File: config.mk
export PLATFORM = sky130hd
export DESIGN_NAME = acc_seq_top
export DESIGN_NICKNAME = d
export VERILOG_FILES = /design/src/rtl/acc_seq_pkg.sv /design/src/rtl/acc_seq_decode.sv /design/src/rtl/acc_seq_pc.sv /design/src/rtl/acc_seq_regfile.sv /design/src/rtl/acc_seq_top.sv
export SDC_FILE = /design/constraint.sdc
export NUM_CORES = 1
export LEC_CHECK = 0
export BUFFER_PORTS_ARGS = -buffer_cell sky130_fd_sc_hd__buf_2
export CORE_MARGIN = 2
export CORE_UTILIZATION = 36
export CTS_CLUSTER_DIAMETER = 120
export DETAILED_ROUTE_END_ITERATION = 10
export PLACE_DENSITY_LB_ADDON = 0.25
export RECOVER_POWER = 50
export SETUP_SLACK_MARGIN = 0.15
export SYNTH_ARGS = -nofsm -noshare
export SYNTH_HDL_FRONTEND = slang
export SYNTH_SLANG_ARGS = --single-unit
File: constraint.sdc
create_clock -name clk -period 9.9 [get_ports clk]
set_input_delay 1.98 -clock clk [delete_from_list [all_inputs] [get_ports clk]]
set_output_delay 1.98 -clock clk [all_outputs]
set_load 0.01 [all_outputs]
File: src/rtl/acc_seq_pkg.sv
package acc_seq_pkg;

  localparam int REG_SEL_W = 3;
  localparam int NUM_REGS  = 1 << REG_SEL_W;

  localparam logic [7:0] OPC_LOAD_ACC = 8'h74;
  localparam logic [7:0] OPC_LOAD_REG = 8'h78;
  localparam logic [7:0] OPC_ADD_REG  = 8'h28;

  typedef enum logic [2:0] {
    ST_ADDR_OP,
    ST_OPCODE,
    ST_ADDR_IMM,
    ST_IMM,
    ST_HALT
  } seq_state_e;

  typedef enum logic [1:0] {
    OP_LOAD_ACC,
    OP_LOAD_REG,
    OP_ADD_REG,
    OP_BAD
  } op_kind_e;

endpackage

File: src/rtl/acc_seq_decode.sv
module acc_seq_decode
  import acc_seq_pkg::*;
#(
  parameter int DATA_W = 8
) (
  input  logic [DATA_W-1:0]    opcode,
  output op_kind_e             kind,
  output logic [REG_SEL_W-1:0] sel
);

  localparam logic [DATA_W-1:0] LDA_C = DATA_W'(OPC_LOAD_ACC);
  localparam logic [DATA_W-1:0] LDR_C = DATA_W'(OPC_LOAD_REG);
  localparam logic [DATA_W-1:0] ADD_C = DATA_W'(OPC_ADD_REG);

  assign sel = opcode[REG_SEL_W-1:0];

  always_comb begin
    if (opcode == LDA_C)
      kind = OP_LOAD_ACC;
    else if (opcode[DATA_W-1:REG_SEL_W] == LDR_C[DATA_W-1:REG_SEL_W])
      kind = OP_LOAD_REG;
    else if (opcode[DATA_W-1:REG_SEL_W] == ADD_C[DATA_W-1:REG_SEL_W])
      kind = OP_ADD_REG;
    else
      kind = OP_BAD;
  end

endmodule

File: src/rtl/acc_seq_pc.sv
module acc_seq_pc #(
  parameter int ADDR_W = 16
) (
  input  logic              clk,
  input  logic              rst,
  input  logic              inc,
  output logic [ADDR_W-1:0] pc_o
);

  logic [ADDR_W-1:0] pc_q;

  always_ff @(posedge clk) begin
    if (rst)
      pc_q <= '0;
    else if (inc)
      pc_q <= pc_q + ADDR_W'(1);
  end

  assign pc_o = pc_q;

  // the counter moves only when told to
  p_pc_hold_r5: assert property (@(posedge clk) disable iff (rst)
    !inc |=> $stable(pc_o));

endmodule

File: src/rtl/acc_seq_regfile.sv
module acc_seq_regfile
  import acc_seq_pkg::*;
#(
  parameter int DATA_W = 8
) (
  input  logic                         clk,
  input  logic                         rst,
  input  logic                         we,
  input  logic [REG_SEL_W-1:0]         waddr,
  input  logic [DATA_W-1:0]            wdata,
  input  logic [REG_SEL_W-1:0]         raddr,
  output logic [DATA_W-1:0]            rdata,
  output logic [NUM_REGS*DATA_W-1:0]   regs_o
);

  logic [NUM_REGS-1:0][DATA_W-1:0] regs_q;
  logic [NUM_REGS-1:0]             wen;

  for (genvar i = 0; i < NUM_REGS; i++) begin : g_wen
    assign wen[i] = we && (waddr == REG_SEL_W'(i));
  end

  always_ff @(posedge clk) begin
    if (rst) begin
      regs_q <= '0;
    end else begin
      for (int i = 0; i < NUM_REGS; i++) begin
        if (wen[i]) regs_q[i] <= wdata;
      end
    end
  end

  assign rdata  = regs_q[raddr];
  assign regs_o = regs_q;

  // without a write request no register changes
  p_regs_hold_r3: assert property (@(posedge clk) disable iff (rst)
    !we |=> $stable(regs_o));

endmodule

File: src/rtl/acc_seq_top.sv
module acc_seq_top
  import acc_seq_pkg::*;
#(
  parameter int ADDR_W = 16,
  parameter int DATA_W = 8
) (
  input  logic                       clk,
  input  logic                       rst,
  output logic [ADDR_W-1:0]          rom_addr,
  input  logic [DATA_W-1:0]          rom_data,
  output logic [DATA_W-1:0]          acc_o,
  output logic [NUM_REGS*DATA_W-1:0] regs_o,
  output logic [ADDR_W-1:0]          pc_o,
  output logic                       illegal_o
);

  seq_state_e           state_q, state_d;
  op_kind_e             dec_kind, pend_kind_q;
  logic [REG_SEL_W-1:0] dec_sel, pend_sel_q;
  logic [DATA_W-1:0]    acc_q, rd_data;
  logic                 illegal_q;
  logic                 pc_inc;
  logic                 reg_we;
  logic [ADDR_W-1:0]    pc;

  acc_seq_decode #(.DATA_W(DATA_W)) u_dec (
    .opcode (rom_data),
    .kind   (dec_kind),
    .sel    (dec_sel)
  );

  acc_seq_pc #(.ADDR_W(ADDR_W)) u_pc (
    .clk  (clk),
    .rst  (rst),
    .inc  (pc_inc),
    .pc_o (pc)
  );

  assign reg_we = (state_q == ST_IMM) && (pend_kind_q == OP_LOAD_REG);

  acc_seq_regfile #(.DATA_W(DATA_W)) u_rf (
    .clk    (clk),
    .rst    (rst),
    .we     (reg_we),
    .waddr  (pend_sel_q),
    .wdata  (rom_data),
    .raddr  (dec_sel),
    .rdata  (rd_data),
    .regs_o (regs_o)
  );

  assign pc_inc = ((state_q == ST_OPCODE) && (dec_kind != OP_BAD)) ||
                  (state_q == ST_IMM);

  always_comb begin
    state_d = state_q;
    unique case (state_q)
      ST_ADDR_OP:  state_d = ST_OPCODE;
      ST_OPCODE: begin
        if (dec_kind == OP_BAD)          state_d = ST_HALT;
        else if (dec_kind == OP_ADD_REG) state_d = ST_ADDR_OP;
        else                             state_d = ST_ADDR_IMM;
      end
      ST_ADDR_IMM: state_d = ST_IMM;
      ST_IMM:      state_d = ST_ADDR_OP;
      ST_HALT:     state_d = ST_HALT;
      default:     state_d = ST_HALT;
    endcase
  end

  always_ff @(posedge clk) begin
    if (rst) begin
      state_q     <= ST_ADDR_OP;
      pend_kind_q <= OP_BAD;
      pend_sel_q  <= '0;
      acc_q       <= '0;
      illegal_q   <= 1'b0;
    end else begin
      state_q <= state_d;
      if (state_q == ST_OPCODE) begin
        pend_kind_q <= dec_kind;
        pend_sel_q  <= dec_sel;
        if (dec_kind == OP_ADD_REG) acc_q <= acc_q + rd_data;
        if (dec_kind == OP_BAD)     illegal_q <= 1'b1;
      end
      if ((state_q == ST_IMM) && (pend_kind_q == OP_LOAD_ACC))
        acc_q <= rom_data;
    end
  end

  assign rom_addr  = pc;
  assign pc_o      = pc;
  assign acc_o     = acc_q;
  assign illegal_o = illegal_q;

  // the flag never drops without reset
  p_illegal_sticky_r6: assert property (@(posedge clk) disable iff (rst)
    illegal_o |=> illegal_o);

  // a halted sequencer keeps its program counter
  p_pc_frozen_r6: assert property (@(posedge clk) disable iff (rst)
    illegal_o |=> $stable(pc_o));

  // a halted sequencer keeps its accumulator
  p_acc_frozen_r6: assert property (@(posedge clk) disable iff (rst)
    illegal_o |=> $stable(acc_o));

  // an add replaces the accumulator with the wrapped sum
  p_add_sum_r4: assert property (@(posedge clk) disable iff (rst)
    (state_q == ST_OPCODE && dec_kind == OP_ADD_REG) |=>
      acc_o == $past(acc_o) + $past(rd_data));

  // a consumed legal opcode steps the counter by one
  p_pc_step_r5: assert property (@(posedge clk) disable iff (rst)
    (state_q == ST_OPCODE && dec_kind != OP_BAD) |=>
      pc_o == $past(pc_o) + ADDR_W'(1));

endmodule

* Yosys cells after proc, flatten, opt, wreduce, memory -nomap -nowiden
Cells that the tools add are included.
** Storage, ports and cells
- Register bits after elaboration :: 97
- Bits of input ports :: 10
- Output and inout bits :: 105
- Logic and storage cells :: 64
** Cells by class
- Add/subtract/negate cells :: 2
- Order comparisons :: 1
- Equal/unequal tests :: 17
- Muxes and demuxes :: 11
- Reductions and logical operators :: 19
** Operators by type and width (number)
- 2-to-1 mux 8 bit :: 4
- binary-select mux 8 bit (select 3 bit) :: 1
- adder 16 x 1 -> 16 bit, second input constant :: 1
- == test 3 x 2 -> 1 bit, second input constant :: 4
- == test 3 bit, second input constant :: 4
- case mux 3 bit (4 select lines) :: 1
- logical AND 1 bit :: 11
- adder 8 bit :: 1
- == test 8 x 7 -> 1 bit, second input constant :: 1
- == test 3 x 1 -> 1 bit, second input constant :: 2
- zero test 3 bit :: 2
- 2-to-1 mux 2 bit :: 3
- == test 5 x 3 -> 1 bit, second input constant :: 1
- == test 5 x 4 -> 1 bit, second input constant :: 1
- == test 2 bit, second input constant :: 2
- < comparator 3 x 4 -> 1 bit, second input constant :: 1
- AND reduction 2 bit :: 2
- nonzero test 2 bit :: 2
- 2-to-1 mux 3 bit :: 1
- == test 2 x 1 -> 1 bit, second input constant :: 1
- zero test 2 bit :: 1
- inequality test 2 bit, second input constant :: 1
- logical OR 1 bit :: 1
- 2-to-1 mux 1 bit :: 1

* Logic depth before layout (Yosys ltp)
- Word-level depth :: 8
- Mapped depth :: 12
- Mapped depth without buffers :: 10

* Cells and area by module
A second synthesis with hierarchy kept.
** Second synthesis, totals
- Cell total of the unflattened synthesis :: 524
- Area, all modules :: 4895.9 um^2
** Modules (own cells, without submodules)
- acc_seq_regfile :: instances 1, cells each 301, area each 2901.5 um^2, seq. area each 1281.2 um^2
- acc_seq_top :: instances 1, cells each 132, area each 1164.9 um^2, seq. area each 340.3 um^2
- acc_seq_pc :: instances 1, cells each 83, area each 757.0 um^2, seq. area each 320.3 um^2
- acc_seq_decode :: instances 1, cells each 8, area each 72.6 um^2, seq. area each 0.0 um^2

* Worst setup path before layout
OpenSTA, ideal clock, no wires.
- Kind :: in2reg
- Start :: input rom_data[0]
- End :: register acc_q[7] (netlist: acc_o[7])
- Setup time :: 0.137 ns
- Data arrival time :: 4.425 ns
- Data required time :: 9.763 ns
- Path slack :: 5.338 ns
- Stages on the path :: 10
- Buffers on the path :: 2
- Path through :: buf_6 > buf_1 > mux4_2 > mux2_2 > ha_1 > or4_1 > o21ai_0 > nor3_1 > nand2_1 > o221ai_1
** On the way
- Cells in the longest elaborated chain, start to end :: 6
- Elaborated cells on any way between the ends :: 11
- Those cells by class :: add/sub: 1; eq/ne: 2; mux: 6; reduce/logical: 2
** Ends and longest elaborated chain
- from (decl) :: line acc_seq_top.sv:10 : input logic [DATA_W-1:0] rom_data,
- binary-select mux 8 bit (select 3 bit) :: line acc_seq_regfile.sv:33 : assign rdata = regs_q[raddr];
- 2-to-1 mux 8 bit (not written as such) :: line acc_seq_regfile.sv:33
- adder 8 bit :: line acc_seq_top.sv:83 : if (dec_kind == OP_ADD_REG) acc_q <= acc_q + rd_data;
- 2-to-1 mux 8 bit :: line acc_seq_top.sv:83
- 2-to-1 mux 8 bit :: line acc_seq_top.sv:80 : if (state_q == ST_OPCODE) begin
- 2-to-1 mux 8 bit :: line acc_seq_top.sv:86 : if ((state_q == ST_IMM) && (pend_kind_q == OP_LOAD_ACC))
- to (signal assigned) :: line acc_seq_top.sv:83
- to (signal assigned) :: line acc_seq_top.sv:87 : acc_q <= rom_data;
- to (decl) :: line acc_seq_top.sv:20 : logic [DATA_W-1:0] acc_q, rd_data;
Several ways; a longest one is shown, not always the timed one. The select of a mux whose other input is x is not followed.
A chain may end at the register's enable or synchronous reset.

==> impl_metrics.csv <==
group,metric,value,unit
clocking,cts.sinks,97,
floorplan,die_w,119,µm
critical_path,crit_arrival,5.97,ns
sta,slew_violations,98,
clocking,cts_buffer_depth,2,
sta,grt_setup_unrepaired,"false",
clocking,cts.clk_slew.worst_paths,0.07,ns
clocking,cts_root_buffer,"clkbuf_16",
floorplan,die_height,119,µm
worst_hold_path,hold_path_depth,2,
clocking,cts_hold_buf,0,
logic_synthesis,synth_edf_count,0,
logic_synthesis,synthArstFlopShare,0,%
logic_synthesis,avgSynthCellArea,9.87,µm²
critical_path,regToRegEndpoint,"u_rf.regs_o[3]",
critical_path,startpoint_type,"primary input",
detailed_routing,drc,0,
critical_path,ff2ff_setup_slack,7.23,ns
logic_synthesis,netlist.area_leader.share,41.0,%
logic_synthesis,synthDistinctLibCells,53,
logic_synthesis,synth_area,4740,µm²
global_routing,grt_max_degree,98,
placement,place_ws,5.03,ns
floorplan,rows,41,
detailed_routing,drtIter0Drc,260,
sta,slew_headroom,-182,%
critical_path,worstPathRequired,9.98,ns
cells_and_area,n_fill_cell,1289,
critical_path,end_kind,"flop",
power_and_ir_drop,p_leak,2.24,nW
logic_synthesis,synth_area_leaders,"dfxtp_1, mux2i_1, mux4_2",
sta,max_slew.worst_pin.slew,4.23,ns
global_routing,grt_pass1_vias,3563,
worst_hold_path,holdPathEnd,"illegal_o",
critical_path,crit_fanout,97,
clocking,post_cts_resized,0,
clocking,cts_setup_buffers,0,
logic_synthesis,syn-instance-count,480,
logic_synthesis,yosys.area.top_type,"dfxtp_1",
global_routing,grt_overflow,0,
placement,placed_area,5270,µm²
logic_synthesis,synth_fp_nets,499,
clocking,cts_max_level,3,
clocking,cts_tree,"done",
global_routing,antenna_found_initial,0,
floorplan,top_level_ports,115,
cells_and_area,drive_above_1_share,22.6,%
detailed_routing,vias,3832,
sta,max_freq,170,MHz
detailed_routing,dr.pass1.iters,4,
sta,fin_ws,4.01,ns
floorplan,die-area,14100,µm²
placement,gp_congestion,0.873,
detailed_routing,final_antenna_net_count,0,
cells_and_area,diodes,0,
sta,skew,0.00816,ns
flow_run,cap_violations,1,
floorplan,core_area,12700,µm²
logic_synthesis,ys_ff_latch,97,
power_and_ir_drop,ir_drop,66.5,µV
outcome,failed_checks,"capacitance limit, slew limit",
critical_path,critPathKind,"in -> reg",
cells_and_area,num-nets-final,575,
detailed_routing,wirelength,12500,µm
clocking,clkLatencyLatePin,0.35,ns
clocking,numCtsBuffers,9,
placement,io_buffers,114,
sta,fin_crit_sh,59.5,%
cells_and_area,areaGrowthSynthToFinish,16.6,%
critical_path,r2r.worst_path.cells,5,
logic_synthesis,yosys_warnings,0,
sta,tns,0,ns
global_routing,grt_pass1_wl,19500,µm
cells_and_area,multi_input_area,2480,µm²
worst_hold_path,min-delay-start,"illegal_o",
sta,fin_crit,5.89,ns
sta,finalHoldViolCount,0,
power_and_ir_drop,power_density,143,nW/µm²
logic_synthesis,synth_common_cells,"dfxtp_1, nor2_1, mux2i_1",
detailed_routing,via_per_inst,5.23,
global_routing,grt_usage,17.8,%
cells_and_area,final_cell_area,5530,µm²
logic_synthesis,yosysMostFrequentCell,"dfxtp_1",
floorplan,start_util,37.3,%
placement,dpl.hpwl,8610,µm
cells_and_area,seqCellArea,1940,µm²
worst_hold_path,hold_path_class,"reg -> reg",
logic_synthesis,yosysSeqAreaShare,41.0,%
logic_synthesis,synth_flop_cell,"dfxtp_1",
critical_path,r2r-start,"state_q[1]",
sta,setup_viol,0,
detailed_routing,wl_per_cell,17.1,µm
outcome,outcome,"finished, violations left",
==> how the worst max path moves through the flow <==
stage	startpoint	to	depth (start not counted)
global route	rst	acc_o[7]	7
floorplan	rom_data[0]	acc_o[7]	10
detailed placement	rom_data[0]	acc_o[6]	9
global placement	rom_data[0]	acc_o[6]	9
finish	rst	acc_o[7]	6
CTS	rom_data[0]	acc_o[6]	9
==> routing by layer <==
layer,global-route usage [%],part of all wire [%],vias up
met2,27.3,45,131
met4,6.62,2.0,0
li1,-,-,1838
met1,24.3,47,1847
met5,0,0,-
met3,4.25,6.2,16
==> layout make-up <==
| cell class | count | share of cell area (%) |
|---|---|---|
| well taps | 172 | 3.89 |
| clock buffers | 10 | 4.33 |
| repair buffers | 117 | 9.87 |
| inverters | 11 | 0.747 |
| multi-input cells | 320 | 44.8 |
| clock inverters | 6 | 1.18 |
| flip-flops and latches | 97 | 35.1 |
==> report_power, final <==
| group | total [mW] | internal (mW) | switching [mW] |
|---|---|---|---|
| registers | 0.398 | 0.394 | 0.00431 |
| logic | 0.0349 | 0.0104 | 0.0244 |
| clock network | 0.358 | 0.203 | 0.155 |
| total | 0.791 | 0.607 | 0.184 |
==> sequential cells by signal (all words and copies together), names as in the netlist <==
| name | cells |
|---|---|
| pend_sel_q | 3 |
| illegal_o | 1 |
| u_pc.pc_o | 16 |
| state_q | 3 |
| acc_o | 8 |
| pend_kind_q | 2 |
| u_rf.regs_o | 64 |
==> cell usage in the layout (no fill, tap or decap), types with 4 or more instances in the layout <==
cell,n
nor3b_1,5
nor3_1,5
o21ai_0,12
ha_1,8
or3_1,13
dfxtp_1,97
clkbuf_16,9
nor2_1,71
clkbuf_1,36
a21oi_1,26
nand4_1,5
mux2_2,6
mux4_2,16
nand2_1,17
and3_1,5
inv_1,11
buf_2,79
mux2i_1,67
a22oi_1,7
xor2_1,6
nand3_1,4
==> metrics by stage <==
| stage | util, % | cells | power (mW) | hold slack (ns) |
|---|---|---|---|---|
| after floorplan | - | 480 | 0.433 | 0.450 |
| after global placement | 41.4 | 717 | 0.441 | 0.440 |
| after detailed placement | 41.4 | 717 | 0.442 | 0.437 |
| after CTS | 43.8 | 733 | 0.799 | 0.448 |
| after global routing | 43.4 | 733 | 0.818 | 0.492 |
| final | 43.4 | 733 | 0.791 | 0.446 |
==> kinds of logic after synthesis <==
logic type | synth area share, %
simple gates | 15.4
flops | 41.0
mux | 23.2
compound gates | 9.58
buf+inv | 6.86
fa+ha+maj | 2.53
xor+xnor | 1.48
==> critical path, stage by stage <==
cell and delay, ns:
buf_2 0.07, clkbuf_1 2.95, inv_1 0.27, nand4_1 0.40, o21bai_1 0.16, o221ai_1 0.11
Power figures use the tool's default switching activity.
